`src/rtl/epb_pkg.sv`:
```
package epb_pkg;
  localparam int unsigned CODE_W = 8;
  localparam int unsigned STAT_W = 8;

  localparam logic [3:0] OP_VALIDATE = 4'h6;
  localparam logic [3:0] OP_CLEAR    = 4'h7;
  localparam logic [3:0] OP_STATUS   = 4'hD;

  typedef enum logic [1:0] {
    HS_ACK   = 2'b00,
    HS_NAK   = 2'b01,
    HS_STALL = 2'b10
  } hs_e;

  typedef struct packed {
    logic [1:0] full;
    logic       cpu_sel;
    logic       toggle;
    logic       ovf;
    logic       setup;
  } ep_state_t;

  function automatic logic [STAT_W-1:0] stat_image(input ep_state_t s, input logic halted);
    return {halted, s.full[1], s.full[0], s.toggle, s.ovf, s.setup, s.cpu_sel, 1'b0};
  endfunction
endpackage

```
`src/rtl/epb_cmd_decode.sv`:
```
module epb_cmd_decode
  import epb_pkg::*;
#(
  parameter int unsigned NUM_EP = 16,
  localparam int unsigned EP_W  = $clog2(NUM_EP)
) (
  input  logic              cmd_valid,
  input  logic [CODE_W-1:0] cmd_code,
  input  logic [NUM_EP-1:0] dir_in,
  output logic [NUM_EP-1:0] val_hit,
  output logic [NUM_EP-1:0] clr_hit,
  output logic              stat_req,
  output logic [EP_W-1:0]   stat_idx
);
  logic [EP_W-1:0] idx;
  logic [3:0]      op;

  assign idx      = cmd_code[EP_W-1:0];
  assign op       = cmd_code[CODE_W-1:CODE_W-4];
  assign stat_idx = idx;

  always_comb begin
    val_hit  = '0;
    clr_hit  = '0;
    stat_req = 1'b0;
    if (cmd_valid) begin
      case (op)
        OP_VALIDATE: begin
          if ((idx != EP_W'(0)) && dir_in[idx]) val_hit[idx] = 1'b1;
        end
        OP_CLEAR: begin
          if ((idx != EP_W'(1)) && !dir_in[idx]) clr_hit[idx] = 1'b1;
        end
        OP_STATUS: stat_req = 1'b1;
        default: ;
      endcase
    end
  end
endmodule

```
`src/rtl/epb_ep_slot.sv`:
```
module epb_ep_slot
  import epb_pkg::*;
(
  input  logic      clk,
  input  logic      rst_n,
  input  logic      dbl,
  input  logic      dir_in,
  input  logic      halt,
  input  logic      cpu_val,
  input  logic      cpu_clr,
  input  logic      rx_hit,
  input  logic      rx_setup,
  input  logic      rx_ovf,
  input  logic      tx_hit,
  output ep_state_t st,
  output logic      usb_full
);
  ep_state_t st_q, st_d;
  logic usb_sel_q, usb_sel_d;
  logic usb_idx, cpu_idx;
  logic rx_take, tx_take, cpu_take, upd_en;

  always_comb begin
    usb_idx  = dbl & usb_sel_q;
    cpu_idx  = dbl & st_q.cpu_sel;
    usb_full = st_q.full[usb_idx];
    rx_take  = rx_hit & ~dir_in & ~halt & ~usb_full;
    tx_take  = tx_hit &  dir_in & ~halt &  usb_full;
    cpu_take = cpu_val | cpu_clr;
    upd_en   = rx_take | tx_take | cpu_take;

    st_d      = st_q;
    usb_sel_d = usb_sel_q;
    // bus-side effects first, processor-side effects last
    if (rx_take) begin
      st_d.full[usb_idx] = 1'b1;
      st_d.setup         = rx_setup;
      st_d.ovf           = rx_ovf;
      st_d.toggle        = ~st_q.toggle;
      usb_sel_d          = usb_sel_q ^ dbl;
    end
    if (tx_take) begin
      st_d.full[usb_idx] = 1'b0;
      st_d.toggle        = ~st_q.toggle;
      usb_sel_d          = usb_sel_q ^ dbl;
    end
    if (cpu_take) begin
      st_d.full[cpu_idx] = cpu_val;
      st_d.cpu_sel       = st_q.cpu_sel ^ dbl;
    end
  end

  always_ff @(posedge clk or negedge rst_n) begin
    if (!rst_n) begin
      st_q      <= '0;
      usb_sel_q <= 1'b0;
    end else if (upd_en) begin
      st_q      <= st_d;
      usb_sel_q <= usb_sel_d;
    end
  end

  assign st = st_q;
endmodule

```
`src/rtl/epb_hs_resp.sv`:
```
module epb_hs_resp
  import epb_pkg::*;
#(
  parameter int unsigned NUM_EP = 16,
  localparam int unsigned EP_W  = $clog2(NUM_EP)
) (
  input  logic              tok_valid,
  input  logic [EP_W-1:0]   tok_ep,
  input  logic              tok_is_in,
  input  logic [NUM_EP-1:0] halt,
  input  logic [NUM_EP-1:0] dir_in,
  input  logic [NUM_EP-1:0] usb_full,
  input  logic [NUM_EP-1:0] toggle,
  output logic [1:0]        tok_resp,
  output logic              tok_pid
);
  hs_e resp;

  always_comb begin
    if (!tok_valid)                   resp = HS_NAK;
    else if (halt[tok_ep])            resp = HS_STALL;
    else if (tok_is_in != dir_in[tok_ep]) resp = HS_NAK;
    else if (tok_is_in)               resp = usb_full[tok_ep] ? HS_ACK : HS_NAK;
    else                              resp = usb_full[tok_ep] ? HS_NAK : HS_ACK;
  end

  assign tok_resp = resp;
  assign tok_pid  = toggle[tok_ep];
endmodule

```
`src/rtl/epb_stat_img.sv`:
```
module epb_stat_img
  import epb_pkg::*;
#(
  parameter int unsigned NUM_EP = 16,
  localparam int unsigned EP_W  = $clog2(NUM_EP)
) (
  input  logic                         clk,
  input  logic                         rst_n,
  input  logic                         stat_req,
  input  logic [EP_W-1:0]              stat_idx,
  input  ep_state_t [NUM_EP-1:0]       st_all,
  input  logic [NUM_EP-1:0]            halt,
  output logic                         stat_valid,
  output logic [STAT_W-1:0]            stat_byte
);
  logic [STAT_W-1:0] byte_d;

  always_comb begin
    byte_d = stat_image(st_all[stat_idx], halt[stat_idx]);
  end

  always_ff @(posedge clk or negedge rst_n) begin
    if (!rst_n) begin
      stat_valid <= 1'b0;
      stat_byte  <= '0;
    end else begin
      stat_valid <= stat_req;
      if (stat_req) stat_byte <= byte_d;
    end
  end
endmodule

```
`src/rtl/epb_ctrl.sv`:
```
module epb_ctrl
  import epb_pkg::*;
#(
  parameter int unsigned NUM_EP = 16,
  localparam int unsigned EP_W  = $clog2(NUM_EP)
) (
  input  logic              clk,
  input  logic              rst_n,
  input  logic [NUM_EP-1:0] cfg_dbl_buf,
  input  logic [NUM_EP-3:0] cfg_dir_in,
  input  logic [NUM_EP-1:0] ep_halt,
  input  logic              cmd_valid,
  input  logic [CODE_W-1:0] cmd_code,
  output logic              stat_valid,
  output logic [STAT_W-1:0] stat_byte,
  input  logic              tok_valid,
  input  logic [EP_W-1:0]   tok_ep,
  input  logic              tok_is_in,
  output logic [1:0]        tok_resp,
  output logic              tok_pid,
  input  logic              rx_done,
  input  logic [EP_W-1:0]   rx_ep,
  input  logic              rx_setup,
  input  logic              rx_ovf,
  input  logic              tx_acked,
  input  logic [EP_W-1:0]   tx_ep
);
  logic [NUM_EP-1:0]     dir_eff;
  logic [NUM_EP-1:0]     val_hit, clr_hit;
  logic [NUM_EP-1:0]     usb_full, tog_vec;
  logic                  stat_req;
  logic [EP_W-1:0]       stat_idx;
  ep_state_t [NUM_EP-1:0] st_all;

  // index 0 is control OUT, index 1 control IN
  assign dir_eff = {cfg_dir_in, 1'b1, 1'b0};

  epb_cmd_decode #(.NUM_EP(NUM_EP)) u_dec (
    .cmd_valid (cmd_valid),
    .cmd_code  (cmd_code),
    .dir_in    (dir_eff),
    .val_hit   (val_hit),
    .clr_hit   (clr_hit),
    .stat_req  (stat_req),
    .stat_idx  (stat_idx)
  );

  for (genvar i = 0; i < NUM_EP; i++) begin : g_ep
    logic rx_hit_i, tx_hit_i;
    assign rx_hit_i = rx_done  && (rx_ep == EP_W'(i));
    assign tx_hit_i = tx_acked && (tx_ep == EP_W'(i));

    epb_ep_slot u_slot (
      .clk      (clk),
      .rst_n    (rst_n),
      .dbl      (cfg_dbl_buf[i]),
      .dir_in   (dir_eff[i]),
      .halt     (ep_halt[i]),
      .cpu_val  (val_hit[i]),
      .cpu_clr  (clr_hit[i]),
      .rx_hit   (rx_hit_i),
      .rx_setup (rx_setup),
      .rx_ovf   (rx_ovf),
      .tx_hit   (tx_hit_i),
      .st       (st_all[i]),
      .usb_full (usb_full[i])
    );
    assign tog_vec[i] = st_all[i].toggle;
  end

  epb_hs_resp #(.NUM_EP(NUM_EP)) u_hs (
    .tok_valid (tok_valid),
    .tok_ep    (tok_ep),
    .tok_is_in (tok_is_in),
    .halt      (ep_halt),
    .dir_in    (dir_eff),
    .usb_full  (usb_full),
    .toggle    (tog_vec),
    .tok_resp  (tok_resp),
    .tok_pid   (tok_pid)
  );

  epb_stat_img #(.NUM_EP(NUM_EP)) u_stat (
    .clk        (clk),
    .rst_n      (rst_n),
    .stat_req   (stat_req),
    .stat_idx   (stat_idx),
    .st_all     (st_all),
    .halt       (ep_halt),
    .stat_valid (stat_valid),
    .stat_byte  (stat_byte)
  );
endmodule

```
`config.mk`:
```
export PLATFORM = sky130hd
export DESIGN_NAME = epb_ctrl
export DESIGN_NICKNAME = d
export VERILOG_FILES = /design/src/rtl/epb_pkg.sv /design/src/rtl/epb_cmd_decode.sv /design/src/rtl/epb_ep_slot.sv /design/src/rtl/epb_hs_resp.sv /design/src/rtl/epb_stat_img.sv /design/src/rtl/epb_ctrl.sv
export SDC_FILE = /design/constraint.sdc
export NUM_CORES = 1
export LEC_CHECK = 0
export ABC_AREA = 1
export BUFFER_PORTS_ARGS = -buffer_cell sky130_fd_sc_hd__clkbuf_2
export CAP_MARGIN = 20
export CORE_MARGIN = 2
export CORE_UTILIZATION = 55
export DETAILED_ROUTE_END_ITERATION = 10
export PLACE_DENSITY_LB_ADDON = 0.1
export SYNTH_ARGS = -nofsm -noshare
export SYNTH_HDL_FRONTEND = slang
export SYNTH_SLANG_ARGS = --single-unit
export TNS_END_PERCENT = 1
```
`constraint.sdc`:
```
create_clock -name clk -period 2.2 [get_ports clk]
set_input_delay 0.44 -clock clk [delete_from_list [all_inputs] [get_ports clk]]
set_output_delay 0.44 -clock clk [all_outputs]
set_load 0.05 [all_outputs]
```
==> flow_summary_export.csv <==
group,metric,value,unit
run_status,status,"finished with violations",
run_status,violations,"negative setup slack",
layout,syn_to_final_growth,27.6,%
route,final_antenna_net_count,0,
clock_network,cts.htree.levels,4,
setup_path,ff2ff_path_depth,11,
setup_path,worstPathRequired,1760,ps
clock_network,cts_tree,"yes",
sta,fmax,405,MHz
synth,synth_top_flop_cell,"dfrtp_1",
placed_design,place_inst,1478,
setup_path,r2r_slack,320,ps
setup_path,critPathMaxFanout,3,
placed_design,place_area,0.00964,mm2
run,maxCapViolCount,0,
synth,synth_edf_count,0,
floorplanning,die_width,126,um
sta,fin_crit_sh,1.12,
grt,grt_pass1_wl,44400,um
setup_path,critPathKind,"reg2out",
floorplanning,row_count,44,
power,leakage,5.37,nW
synth,synthTopCellsByCount,"nand2_1 (303), inv_1 (134), o21ai_0 (129), dfrtp_1 (118), nand3_1 (80)",
synth,async_flop_share,1.00,
setup_path,timing.rr.start,"g_ep[14].u_slot.usb_sel_q",
synth,ys_seq_area_frac,0.361,
grt,grt_max_degree,47,
sta,slew_viol_final,0,
route,num_vias,8923,
clock_network,path_clk_slew,60,ps
route,drc_errors,0,
synth,yosys.cell_types.count,47,
layout,fin_cells,1513,
synth,post-synth-top-count-cell,"nand2_1",
setup_path,crit_start,"g_ep[4].u_slot.usb_sel_q",
grt,met2_usage,0.569,
layout,nets,1423,
sta,setup_viol,3,
placed_design,gp_congestion,0.995,
layout,antenna_cells,0,
synth,synth_area_leader_cell,"dfrtp_1",
clock_network,clkSinkCount,118,
route,firstDrtPassIters,7,
sta,min_period,2470,ps
worst_hold_path,worstHoldPathType,"in2reg",
floorplanning,io_pins,87,
clock_network,cts_inserted_buffers,17,
sta,finClkSkew,7.20,ps
clock_network,clock_latency,430,ps
grt,globalRouteTotalUtil,0.367,
power,vdd_drop_max,589,uV
synth,synth_top_area_frac,0.361,
clock_network,clockBufferDepth,2,
grt,top_usage_layer,"met2",
grt,met1_usage,0.480,
sta,slew_headroom,0.542,
grt,grt_pass1_vias,8452,
route,wirelength,29000,um
sta,rsz0062_at_grt,"true",
floorplanning,dieArea,0.0159,mm2
grt,grt_use_met3,0.110,
route,drt_iter0_markers,1196,
sta,worst_pin_slew,686,ps
setup_path,worstSetupEndpointType,"output pin",
setup_path,crit_path_start_kind,"register",
sta,hold_viol_final,0,
setup_path,crit_path_end,"tok_resp[0]",
synth,synth_area_leaders,"dfrtp_1 (36%), nand2_1 (14%), o21ai_0 (7.9%), inv_1 (6.2%), ha_1 (4.9%)",
setup_path,crit-reg2reg-capture,"g_ep[14].u_slot.st[5]",
synth,avgSynthCellArea,7.22,um2
floorplanning,initial_core_util,0.563,
floorplanning,coreArea,0.0145,mm2
placed_design,portBuffers,85,
clock_network,cts-root-buf,"clkbuf_16",
route,wl_per_cell,19.2,um
worst_hold_path,hp-start,"cfg_dbl_buf[11]",
floorplanning,fp.dieH,126,um
setup_path,crit_arrival,2030,ps
synth,synthCells,1132,
sta,setup_tns,-412,ps
grt,grt-ovfl-total,0,
synth,synth_area,0.00818,mm2
grt,grt_antenna_before_repair,0,
synth,synth_warnings,0,
placed_design,dp.final_hpwl,21700,um
synth,ys_ff_latch,118,
power,powerDensity,723,mW/mm2
synth,syn_nets,1239,
sta,setup_ws,-267,ps
route,vias_per_cell,5.90,
layout,design_area,0.0104,mm2
layout,drive_gt1_frac,0.239,
==> state kept, by name (all words and copies together), names as in the netlist <==
register / flops
u_stat.stat_valid: 1
u_stat.stat_byte: 7
g_ep.u_slot.st: 94
g_ep.u_slot.usb_sel_q: 16
==> timing repair <==
action / 4_1_cts / 5_1_grt
gates resized for setup: 35 / 29
buffers inserted: 0 / 2
endpoints found under the hold margin: 27 / 0
setup endpoints to repair: 3 / 3
pin swaps: 9 / 11
hold buffers: 1 / 0
==> worst min path at each step <==
stage,endpoint,slack (ps),depth (start not counted)
finish,g_ep[11].u_slot.usb_sel_q,370,4
floorplan,g_ep[0].u_slot.st[0],140,0
detailed placement,g_ep[15].u_slot.st[3],420,1
global route,g_ep[11].u_slot.usb_sel_q,380,4
global placement,g_ep[15].u_slot.st[3],410,1
CTS,g_ep[11].u_slot.usb_sel_q,370,4
==> critical path, stage by stage, from the launching register on <==
cell	delay (ps)
dfrtp_1	380
ha_1	230
o21ai_2	200
nand2_1	100
nand3_2	110
nand2_2	90
nand3_4	100
nand2_2	60
nand2_2	50
nand3_2	60
nand2_2	70
buf_8	140
==> power breakdown <==
part | total (mW) | switching, mW | internal, mW
clock | 2.79 | 1.09 | 1.69
combinational | 2.00 | 1.22 | 0.782
sequential | 2.75 | 0.259 | 2.49
==> metrics by stage <==
step	util	power (mW)	hold slack (ps)	setup WS [ps]
after floorplan	-	3.79	144	-78.0
after global placement	0.663	4.56	414	-247
after detailed placement	0.663	4.61	416	-262
after CTS	0.709	7.43	365	-279
after global routing	0.718	7.82	385	-362
final	0.718	7.54	366	-267
==> placed cells by master (no fill, tap or decap), types with 4 or more instances in the layout <==
cell type,instances
nor2_1,70
a22oi_1,36
o22ai_1,14
buf_4,97
nand2_2,14
nand2_1,294
inv_1,132
o21bai_1,15
clkinv_2,4
ha_2,7
clkinvlp_4,4
nand3_4,9
dfrtp_1,118
xor2_1,15
nor2_2,6
o21ai_0,114
or2_2,8
a21oi_1,11
nand3_2,11
buf_12,12
nor3_1,27
mux2_2,12
inv_2,5
clkinv_1,9
clkbuf_16,17
nand4_1,29
nand3_1,72
ha_1,22
o21ai_2,9
o21ai_1,11
clkbuf_2,81
==> area by class of cell <==
cell class | count | area (um2)
Fill cell | 1207 | 4100
Clock inverter | 12 | 128
Timing Repair Buffer | 194 | 1420
Tap cell | 184 | 230
Multi-Input combinational cell | 838 | 4700
Inverter | 147 | 554
Clock buffer | 20 | 447
Sequential cell | 118 | 2950
==> logic make-up (layout without fill, tap and decap cells) <==
family,after synthesis,in the layout,share of synthesized area
buffers and inverters,176,373,0.0871
muxes,12,12,0.0165
xor gates and xnor gates,16,16,0.0171
other,1,1,0.000459
adders and majority gates,32,32,0.0490
DFF,118,118,0.361
AOI/OAI and AO/OA,224,224,0.160
and+or+nand+nor,553,553,0.309
==> metal layers <==
layer | routed length [um] | vias up | part of all wire
met5 | 0 | - | 0
met4 | 1150 | 0 | 0.040
met3 | 3310 | 96 | 0.11
met2 | 12800 | 551 | 0.44
met1 | 11800 | 4124 | 0.41
li1 | - | 4152 | -
No activity file was read; power rests on OpenSTA's default activity.
